<file path="src/rtl/irq_latch_pkg.sv">
package irq_latch_pkg;

   // Kind of register selected by an address
   typedef enum logic [1:0] {
      RK_NONE  = 2'd0,
      RK_FLAG  = 2'd1,
      RK_MASK  = 2'd2,
      RK_LEVEL = 2'd3
   } reg_kind_e;

   typedef struct packed {
      reg_kind_e  kind;
      logic [7:0] bank;
   } reg_sel_t;

   // Flag banks come first, then mask banks, then level banks.
   function automatic reg_sel_t decode_addr(input int unsigned addr,
                                            input int unsigned nbanks);
      reg_sel_t s;
      s.kind = RK_NONE;
      s.bank = '0;
      if (addr < nbanks) begin
         s.kind = RK_FLAG;
         s.bank = 8'(addr);
      end else if (addr < 2 * nbanks) begin
         s.kind = RK_MASK;
         s.bank = 8'(addr - nbanks);
      end else if (addr < 3 * nbanks) begin
         s.kind = RK_LEVEL;
         s.bank = 8'(addr - 2 * nbanks);
      end
      return s;
   endfunction

endpackage

</file>
<file path="src/rtl/irq_latch_edge.sv">
// Any-change detector: one history register per source.
module irq_latch_edge #(
   parameter int W = 8
) (
   input  logic         clk,
   input  logic         rst_n,
   input  logic [W-1:0] lvl_i,
   output logic [W-1:0] evt_o
);

   logic [W-1:0] prev_q;

   always_ff @(posedge clk or negedge rst_n) begin
      if (!rst_n) prev_q <= '0;
      else        prev_q <= lvl_i;
   end

   assign evt_o = lvl_i ^ prev_q;

endmodule

</file>
<file path="src/rtl/irq_latch_bank.sv">
// One bank of sticky flags with its enable mask.
module irq_latch_bank #(
   parameter int W = 4
) (
   input  logic         clk,
   input  logic         rst_n,
   input  logic [W-1:0] evt_i,
   input  logic         clr_we_i,
   input  logic         mask_we_i,
   input  logic [W-1:0] wr_bits_i,
   output logic [W-1:0] flag_o,
   output logic [W-1:0] mask_o,
   output logic         pend_o
);

   logic [W-1:0] flag_q;
   logic [W-1:0] mask_q;
   logic [W-1:0] clr_bits;

   assign clr_bits = {W{clr_we_i}} & wr_bits_i;

   // Set term is applied after the clear term, so a new event wins.
   always_ff @(posedge clk or negedge rst_n) begin
      if (!rst_n) flag_q <= '0;
      else        flag_q <= (flag_q & ~clr_bits) | evt_i;
   end

   always_ff @(posedge clk or negedge rst_n) begin
      if (!rst_n)         mask_q <= '0;
      else if (mask_we_i) mask_q <= wr_bits_i;
   end

   assign flag_o = flag_q;
   assign mask_o = mask_q;
   assign pend_o = |(flag_q & mask_q);

endmodule

</file>
<file path="src/rtl/irq_latch_regport.sv">
// Address decode, per-bank write strobes and registered read mux.
module irq_latch_regport #(
   parameter int REG_W        = 8,
   parameter int SRC_PER_BANK = 4,
   parameter int NUM_BANKS    = 2,
   parameter int ADDR_W       = 4
) (
   input  logic                                clk,
   input  logic                                rst_n,
   input  logic                                wr_en_i,
   input  logic                                rd_en_i,
   input  logic [ADDR_W-1:0]                   addr_i,
   input  logic [REG_W-1:0]                    wr_data_i,
   input  logic [SRC_PER_BANK*NUM_BANKS-1:0]   flags_i,
   input  logic [SRC_PER_BANK*NUM_BANKS-1:0]   masks_i,
   input  logic [SRC_PER_BANK*NUM_BANKS-1:0]   levels_i,
   output logic [NUM_BANKS-1:0]                clr_we_o,
   output logic [NUM_BANKS-1:0]                mask_we_o,
   output logic [SRC_PER_BANK-1:0]             wr_bits_o,
   output logic [REG_W-1:0]                    rd_data_o
);
   import irq_latch_pkg::*;

   reg_sel_t         sel;
   logic [REG_W-1:0] flag_w  [NUM_BANKS];
   logic [REG_W-1:0] mask_w  [NUM_BANKS];
   logic [REG_W-1:0] level_w [NUM_BANKS];
   logic [REG_W-1:0] rd_word;
   logic [REG_W-1:0] rd_q;
   logic             data_hi_unused;

   assign sel       = decode_addr(32'(addr_i), 32'(NUM_BANKS));
   assign wr_bits_o = wr_data_i[SRC_PER_BANK-1:0];

   generate
      if (REG_W > SRC_PER_BANK) begin : g_hi
         assign data_hi_unused = ^wr_data_i[REG_W-1:SRC_PER_BANK];
      end else begin : g_nohi
         assign data_hi_unused = 1'b0;
      end

      // Zero-extended register words per bank
      for (genvar b = 0; b < NUM_BANKS; b++) begin : g_word
         assign flag_w[b]  = REG_W'(flags_i [b*SRC_PER_BANK +: SRC_PER_BANK]);
         assign mask_w[b]  = REG_W'(masks_i [b*SRC_PER_BANK +: SRC_PER_BANK]);
         assign level_w[b] = REG_W'(levels_i[b*SRC_PER_BANK +: SRC_PER_BANK]);
      end
   endgenerate

   always_comb begin
      clr_we_o  = '0;
      mask_we_o = '0;
      rd_word   = '0;
      for (int b = 0; b < NUM_BANKS; b++) begin
         if (sel.bank == 8'(b)) begin
            clr_we_o[b]  = wr_en_i && (sel.kind == RK_FLAG);
            mask_we_o[b] = wr_en_i && (sel.kind == RK_MASK);
            case (sel.kind)
               RK_FLAG:  rd_word = flag_w[b];
               RK_MASK:  rd_word = mask_w[b];
               RK_LEVEL: rd_word = level_w[b];
               default:  rd_word = '0;
            endcase
         end
      end
   end

   always_ff @(posedge clk or negedge rst_n) begin
      if (!rst_n)       rd_q <= '0;
      else if (rd_en_i) rd_q <= rd_word;
   end

   assign rd_data_o = rd_q;

endmodule

</file>
<file path="src/rtl/irq_latch_ctrl.sv">
// Masked latched interrupt controller, top level.
module irq_latch_ctrl #(
   parameter int REG_W        = 8,
   parameter int SRC_PER_BANK = 4,
   parameter int NUM_BANKS    = 2,
   parameter int ADDR_W       = 4
) (
   input  logic                              clk,
   input  logic                              rst_n,
   input  logic [SRC_PER_BANK*NUM_BANKS-1:0] src_i,
   input  logic                              wr_en_i,
   input  logic                              rd_en_i,
   input  logic [ADDR_W-1:0]                 addr_i,
   input  logic [REG_W-1:0]                  wr_data_i,
   output logic [REG_W-1:0]                  rd_data_o,
   output logic                              irq_o
);

   localparam int NUM_SRC = SRC_PER_BANK * NUM_BANKS;
   localparam int NUM_REG = 3 * NUM_BANKS;

   // Elaboration-time parameter checks
   generate
      if (SRC_PER_BANK < 1 || SRC_PER_BANK > REG_W) begin : g_bad_spb
         $error("SRC_PER_BANK must be 1..REG_W");
      end
      if (NUM_BANKS < 1 || NUM_BANKS > 255) begin : g_bad_nb
         $error("NUM_BANKS must be 1..255");
      end
      if (NUM_REG > (1 << ADDR_W)) begin : g_bad_aw
         $error("ADDR_W too narrow for the register set");
      end
   endgenerate

   logic [NUM_SRC-1:0]      evt;
   logic [NUM_SRC-1:0]      flag_all;
   logic [NUM_SRC-1:0]      mask_all;
   logic [NUM_BANKS-1:0]    pend;
   logic [NUM_BANKS-1:0]    clr_we;
   logic [NUM_BANKS-1:0]    mask_we;
   logic [SRC_PER_BANK-1:0] wr_bits;
   logic                    irq_q;

   irq_latch_edge #(.W(NUM_SRC)) edge_i (
      .clk   (clk),
      .rst_n (rst_n),
      .lvl_i (src_i),
      .evt_o (evt)
   );

   generate
      for (genvar b = 0; b < NUM_BANKS; b++) begin : g_bank
         irq_latch_bank #(.W(SRC_PER_BANK)) bank_i (
            .clk       (clk),
            .rst_n     (rst_n),
            .evt_i     (evt[b*SRC_PER_BANK +: SRC_PER_BANK]),
            .clr_we_i  (clr_we[b]),
            .mask_we_i (mask_we[b]),
            .wr_bits_i (wr_bits),
            .flag_o    (flag_all[b*SRC_PER_BANK +: SRC_PER_BANK]),
            .mask_o    (mask_all[b*SRC_PER_BANK +: SRC_PER_BANK]),
            .pend_o    (pend[b])
         );
      end
   endgenerate

   irq_latch_regport #(
      .REG_W        (REG_W),
      .SRC_PER_BANK (SRC_PER_BANK),
      .NUM_BANKS    (NUM_BANKS),
      .ADDR_W       (ADDR_W)
   ) port_i (
      .clk       (clk),
      .rst_n     (rst_n),
      .wr_en_i   (wr_en_i),
      .rd_en_i   (rd_en_i),
      .addr_i    (addr_i),
      .wr_data_i (wr_data_i),
      .flags_i   (flag_all),
      .masks_i   (mask_all),
      .levels_i  (src_i),
      .clr_we_o  (clr_we),
      .mask_we_o (mask_we),
      .wr_bits_o (wr_bits),
      .rd_data_o (rd_data_o)
   );

   always_ff @(posedge clk or negedge rst_n) begin
      if (!rst_n) irq_q <= 1'b0;
      else        irq_q <= |pend;
   end

   assign irq_o = irq_q;

endmodule

</file>
<file path="config.mk">
export PLATFORM = sky130hd
export DESIGN_NAME = irq_latch_ctrl
export DESIGN_NICKNAME = d
export VERILOG_FILES = /design/src/rtl/irq_latch_pkg.sv /design/src/rtl/irq_latch_edge.sv /design/src/rtl/irq_latch_bank.sv /design/src/rtl/irq_latch_regport.sv /design/src/rtl/irq_latch_ctrl.sv
export SDC_FILE = /design/constraint.sdc
export NUM_CORES = 1
export LEC_CHECK = 0
export CORE_ASPECT_RATIO = 2
export CORE_MARGIN = 4
export CORE_UTILIZATION = 35
export CTS_CLUSTER_SIZE = 20
export DETAILED_ROUTE_END_ITERATION = 12
export PLACE_DENSITY_LB_ADDON = 0.3
export REMOVE_ABC_BUFFERS = 1
export SETUP_SLACK_MARGIN = 0.1
export SYNTH_ARGS = -nofsm -noshare
export SYNTH_HDL_FRONTEND = slang
export SYNTH_SLANG_ARGS = --single-unit
export TNS_END_PERCENT = 1
</file>
<file path="constraint.sdc">
create_clock -name clk -period 1.58 [get_ports clk]
set_input_delay 0.237 -clock clk [delete_from_list [all_inputs] [get_ports clk]]
set_output_delay 0.237 -clock clk [all_outputs]
set_load 0.01 [all_outputs]
</file>
Word level (Yosys, flattened, before mapping)
Cells that the tools add are included.
{"block": "classes", "n_mux": 11, "n_eq_ne": 4, "addsub": 2, "reduce_logical": 4, "magnitude_cmp": 3, "n_bitwise": 11}
{"op": "10-bit two-way mux", "count": 3}
{"op": "4-bit AND", "count": 6}
{"op": "4-bit case mux with 3 select lines", "count": 2}
{"op": "8-bit two-way mux", "count": 2}
{"op": "8-bit by 1-bit == test with 1-bit output, second input constant", "count": 1}
{"op": "8-bit zero test", "count": 1}
{"op": "4-bit by 3-bit less-than comparator with 1-bit output, second input constant", "count": 2}
{"op": "4-bit NOT", "count": 2}
{"op": "4-bit OR", "count": 2}
{"op": "8-bit OR reduction", "count": 1}
{"op": "8-bit XOR", "count": 1}
{"op": "4-bit by 2-bit subtractor with 5-bit output, second input constant", "count": 1}
{"op": "4-bit by 3-bit subtractor with 5-bit output, second input constant", "count": 1}
{"op": "2-bit == test, second input constant", "count": 2}
{"op": "4-bit by 2-bit less-than comparator with 1-bit output, second input constant", "count": 1}
{"op": "1-bit two-way mux", "count": 4}
{"op": "2-bit by 1-bit == test with 1-bit output, second input constant", "count": 1}
{"op": "1-bit logical AND", "count": 2}
{"block": "word_totals", "output_inout_bits": 9, "word_cells": 42, "regBits": 33, "input_bits": 24}

Depth between registers and ports, before layout
{"block": "logic_depth", "depth_word": 11, "depth_mapped": 8, "ltp_nobuf": 8}

By module
Synthesis repeated with hierarchy kept, for this count alone.
{"block": "unflattened", "cells_unflattened": 132, "area_unflattened_um2": 1451.4}
{"mod": "irq_latch_bank", "area_each_um2": 309.0, "cells_per_inst": 23, "seq_area_each_um2": 200.2, "n_inst": 2}
{"mod": "irq_latch_regport", "area_each_um2": 531.8, "cells_per_inst": 68, "seq_area_each_um2": 100.1, "n_inst": 1}
{"mod": "irq_latch_edge", "area_each_um2": 270.3, "cells_per_inst": 16, "seq_area_each_um2": 200.2, "n_inst": 1}
{"mod": "irq_latch_ctrl", "area_each_um2": 31.3, "cells_per_inst": 2, "seq_area_each_um2": 25.0, "n_inst": 1}

Worst setup path after synthesis
Ideal clock, no wire load.
{"block": "synth_timing", "path_type": "input to register", "start": "in addr_i[2]", "end": "reg g_bank[0].bank_i.mask_q[0]", "n_path_buf": 0, "setup_slack_ps": -445, "t_arrival_ps": 1900, "required_ps": 1455, "setup_time_ps": 125, "cell_stages": 8, "cell_sequence": "inv_1 -> ha_1 -> ha_1 -> nand2_1 -> a221oi_2 -> o221a_4 -> and3b_4 -> mux2_2"}
{"block": "synth_between", "elab_chain_len": 7, "word_cells_on_any_way": 12, "classes_between": "add/sub: 2; order compare: 3; eq/ne: 1; mux: 4; reduce/logical: 2"}
{"item": "start, declared", "line": "irq_latch_ctrl.sv:13", "rtl": "input logic [ADDR_W-1:0] addr_i,"}
{"item": "4-bit by 3-bit less-than comparator with 1-bit output", "line": "irq_latch_pkg.sv:28", "rtl": "end else if (addr < 3 * nbanks) begin"}
{"item": "10-bit two-way mux", "line": "irq_latch_pkg.sv:28"}
{"item": "10-bit two-way mux", "line": "irq_latch_pkg.sv:25", "rtl": "end else if (addr < 2 * nbanks) begin"}
{"item": "10-bit two-way mux (*)", "line": "irq_latch_pkg.sv:22", "rtl": "if (addr < nbanks) begin"}
{"item": "2-bit == test", "line": "irq_latch_regport.sv:57", "rtl": "mask_we_o[b] = wr_en_i && (sel.kind == RK_MASK);"}
{"item": "1-bit logical AND", "line": "irq_latch_regport.sv:57"}
{"item": "1-bit two-way mux (*)", "line": "irq_latch_regport.sv:55", "rtl": "if (sel.bank == 8'(b)) begin"}
{"item": "end signal, assigned", "line": "irq_latch_bank.sv:30", "rtl": "else if (mask_we_i) mask_q <= wr_bits_i;"}
{"item": "end, declared", "line": "irq_latch_bank.sv:17", "rtl": "logic [W-1:0] mask_q;"}
Every way passes the cells marked *; elsewhere a longest branch is shown, timed or not.
A chain may end at the register's enable or synchronous reset.

Worst setup path in the final report
Same ends and word-level chain as after synthesis.

==> impl_metrics.tcl <==
set metrics [dict create \
    fp.dieW_um 54.3 \
    path_max_fanout 4 \
    ys_seq_elements 29 \
    vias 1233 \
    violations "negative setup slack" \
    yosysWarnings 0 \
    p_clk_share_pct 32.8 \
    port_buffers 24 \
    p_leak_nw 0.939 \
    syn_area_per_cell_um2 12.5 \
    post-dp-hpwl_um 2880 \
    final_common_cell "dfrtp_1" \
    wl_met1_um 1300 \
    final.period_utilization_pct 115 \
    drv_cap 0 \
    ff_latch_area_um2 726 \
    status "complete, but fails checks" \
    rows 33 \
    drc 0 \
    hold_path.class "primary input to async pin" \
    routed_wl_um 4110 \
    ys_seq_area_share_pct 48.4 \
    ctsHoldBuffers 0 \
    grt_setup_unrepaired "yes" \
    p_seq_share_pct 43.3 \
    clockBufferDepth 2 \
    whs_ps 344 \
    fillCellCount 373 \
    ios 33 \
    multi_input_area_um2 858 \
    grt_pass1_wl_um 6310 \
    ir_worst_vdd_uv 540 \
    wl_per_cell_um 18.2 \
    setup_violations 20 \
    start_kind "primary input" \
    finalInstanceArea_um2 2210 \
    place_area_um2 1920 \
    root_buffer "clkbuf_8" \
    first_global_vias 1301 \
    post_drt_via_cell_ratio 5.48 \
    chipHeight_um 101 \
    arrival_ps 1980 \
    slew_viol_final 0 \
    finalHoldViolations 0 \
    worst_slack_ps -243 \
    clock_sinks 29 \
    drive_above_1_share_pct 37.0 \
    syn_inst 120 \
    p_sw_uw 550 \
    dr.pass1.iters 4 \
    period_minus_slack_ps 1820 \
    endpoint_kind "flop" \
    cp.required_ps 1740 \
    nets 202 \
    h-tree-depth 2 \
    grt_use_total_pct 16.6 \
    cts_buffers 5 \
    top_layer "met4" \
    area_growth_pct 47.7 \
    gp_congestion 0.828 \
    netlist_area_um2 1500 \
    power_density_nw_per_um2 925 \
    wl_met3_um 162 \
    n_antenna_cell 0 \
    routed-wl-met2_um 2550 \
    intPower_mw 1.50 \
    path_class "primary input to flop" \
    grt-ovfl-total 0 \
    swShare_pct 26.8 \
    first_iter_violations 46 \
    die_area_um2 5460 \
    clk_pin_slew_worst_paths_ps 60 \
    start_util_pct 36.3 \
    max_freq_mhz 549 \
    core_um2 4130 \
    layout_common_cells "dfrtp_1 (29), clkdlybuf4s50_1 (21), buf_4 (20)" \
    antenna_found_initial 0 \
    grt_max_degree 30 \
    synth_cell_types 32 \
    fin_skew_ps 3.70 \
    clk_latency_ps 280 \
    cts_tree "built" \
    combPwrFrac_pct 23.9 \
    postRouteAntennaNets 0 \
]
metrics by stage:
stage	power (mW)	setup TNS (ps)	setup slack (ps)	util [%]	instances
2_1_floorplan	1.09	-7480	-510	-	117
3_3_place_gp	1.29	-18630	-991	46.6	211
3_5_place_dp	1.31	-20310	-1070	46.6	211
4_1_cts	2.04	-3600	-239	52.6	222
5_1_grt	2.14	-4450	-303	53.6	225
6_report	2.05	-3520	-243	53.6	225
final timing paths:
kind | startpoint | end | slack (ps) | cells past startpoint
max | addr_i[2] | g_bank[0].bank_i.mask_o[0]$_DFFE_PN0P_ | -240 | 9
min | rst_n | g_bank[1].bank_i.mask_o[1]$_DFFE_PN0P_ | 340 | 2
max reg2reg | g_bank[1].bank_i.flag_o[1]$_DFF_PN0_ | port_i.rd_data_o[1]$_DFFE_PN0P_ | 220 | 3
min reg2reg | port_i.rd_data_o[1]$_DFFE_PN0P_ | port_i.rd_data_o[1]$_DFFE_PN0P_ | 520 | 1
max in group asynchronous | rst_n | edge_i.prev_q[0]$_DFF_PN0_ | 960 | 2
min in group clk | src_i[3] | edge_i.prev_q[3]$_DFF_PN0_ | 480 | 1
critical path, cell delays in order:
cell and delay, ps:
buf_8 80, inv_6 30, ha_4 160, ha_4 270
nand2_4 50, a221oi_4 300, o221a_4 270, and3b_4 260
mux2_4 310
synthesized netlist by cell type:
cell type,count,area (µm²)
nor2b_1,8,50.1
o22ai_1,1,6.26
mux2i_1,4,40.0
o221a_4,1,20.0
nand4_1,1,6.26
nand4_2,1,12.5
buf_2,1,5.00
a222oi_1,8,80.1
conb_1,1,3.75
a221oi_2,1,15.0
a211o_1,8,70.1
a21oi_2,1,8.76
mux2_2,8,90.1
a22oi_1,4,30.0
ha_1,6,75.1
xor2_1,8,70.1
o21bai_1,1,7.51
and3b_4,1,12.5
and3_1,1,6.26
and2b_1,1,7.51
nand2_1,3,11.3
a21oi_1,2,10.0
dfrtp_1,29,726
a22o_1,4,35.0
nand3_1,1,5.00
nor2_1,2,7.51
nand3_2,2,20.0
buf_4,4,30.0
clkbuf_1,1,3.75
or3_1,1,6.26
inv_1,4,15.0
nor3b_2,1,12.5
timing repair:
action | 4_1_cts | 5_1_grt
buffers inserted | 2 | 3
endpoints found under the setup margin | 20 | 20
pin swaps | 8 | 4
cloned | 1 | 0
gates resized for setup | 40 | 6
state kept, by name, summed over array words and instances (netlist names):
name / cells
edge_i.prev_q: 8
irq_o: 1
g_bank.bank_i.flag_o: 8
g_bank.bank_i.mask_o: 8
port_i.rd_data_o: 4
cell families (layout without fill, tap and decap cells):
logic type | count (synthesis) | after routing | synth area share, %
other | 1 | 4 | 0.250
buffers and inverters | 10 | 60 | 3.59
adders and majority gates | 6 | 6 | 5.01
and+or+nand+nor | 23 | 23 | 10.5
AOI/OAI and AO/OA | 31 | 31 | 18.9
xor gates and xnor gates | 8 | 8 | 4.67
muxes | 12 | 12 | 8.68
DFF | 29 | 29 | 48.4
power groups by stage:
stage	combinational (mW)	clock, mW	sequential, mW
global route	0.525	0.717	0.894
finish	0.490	0.672	0.886
floorplan	0.207	0	0.885
detailed placement	0.410	0	0.896
CTS	0.467	0.687	0.884
global placement	0.397	0	0.892
area by class of cell:
cell class | count | area share [%]
tap | 52 | 2.94
timing repair buffer | 48 | 19.8
inverter | 4 | 1.13
clock inverter | 1 | 0.226
sequential | 29 | 32.8
clock buffer | 7 | 4.35
multi-input combinational | 84 | 38.8
metal layers:
metal,track usage (%),up-vias
met3,3.11,11
li1,-,553
met2,32.3,38
met1,15.3,631
met5,0,-
met4,6.91,0
(Power assumes the default switching activity.)
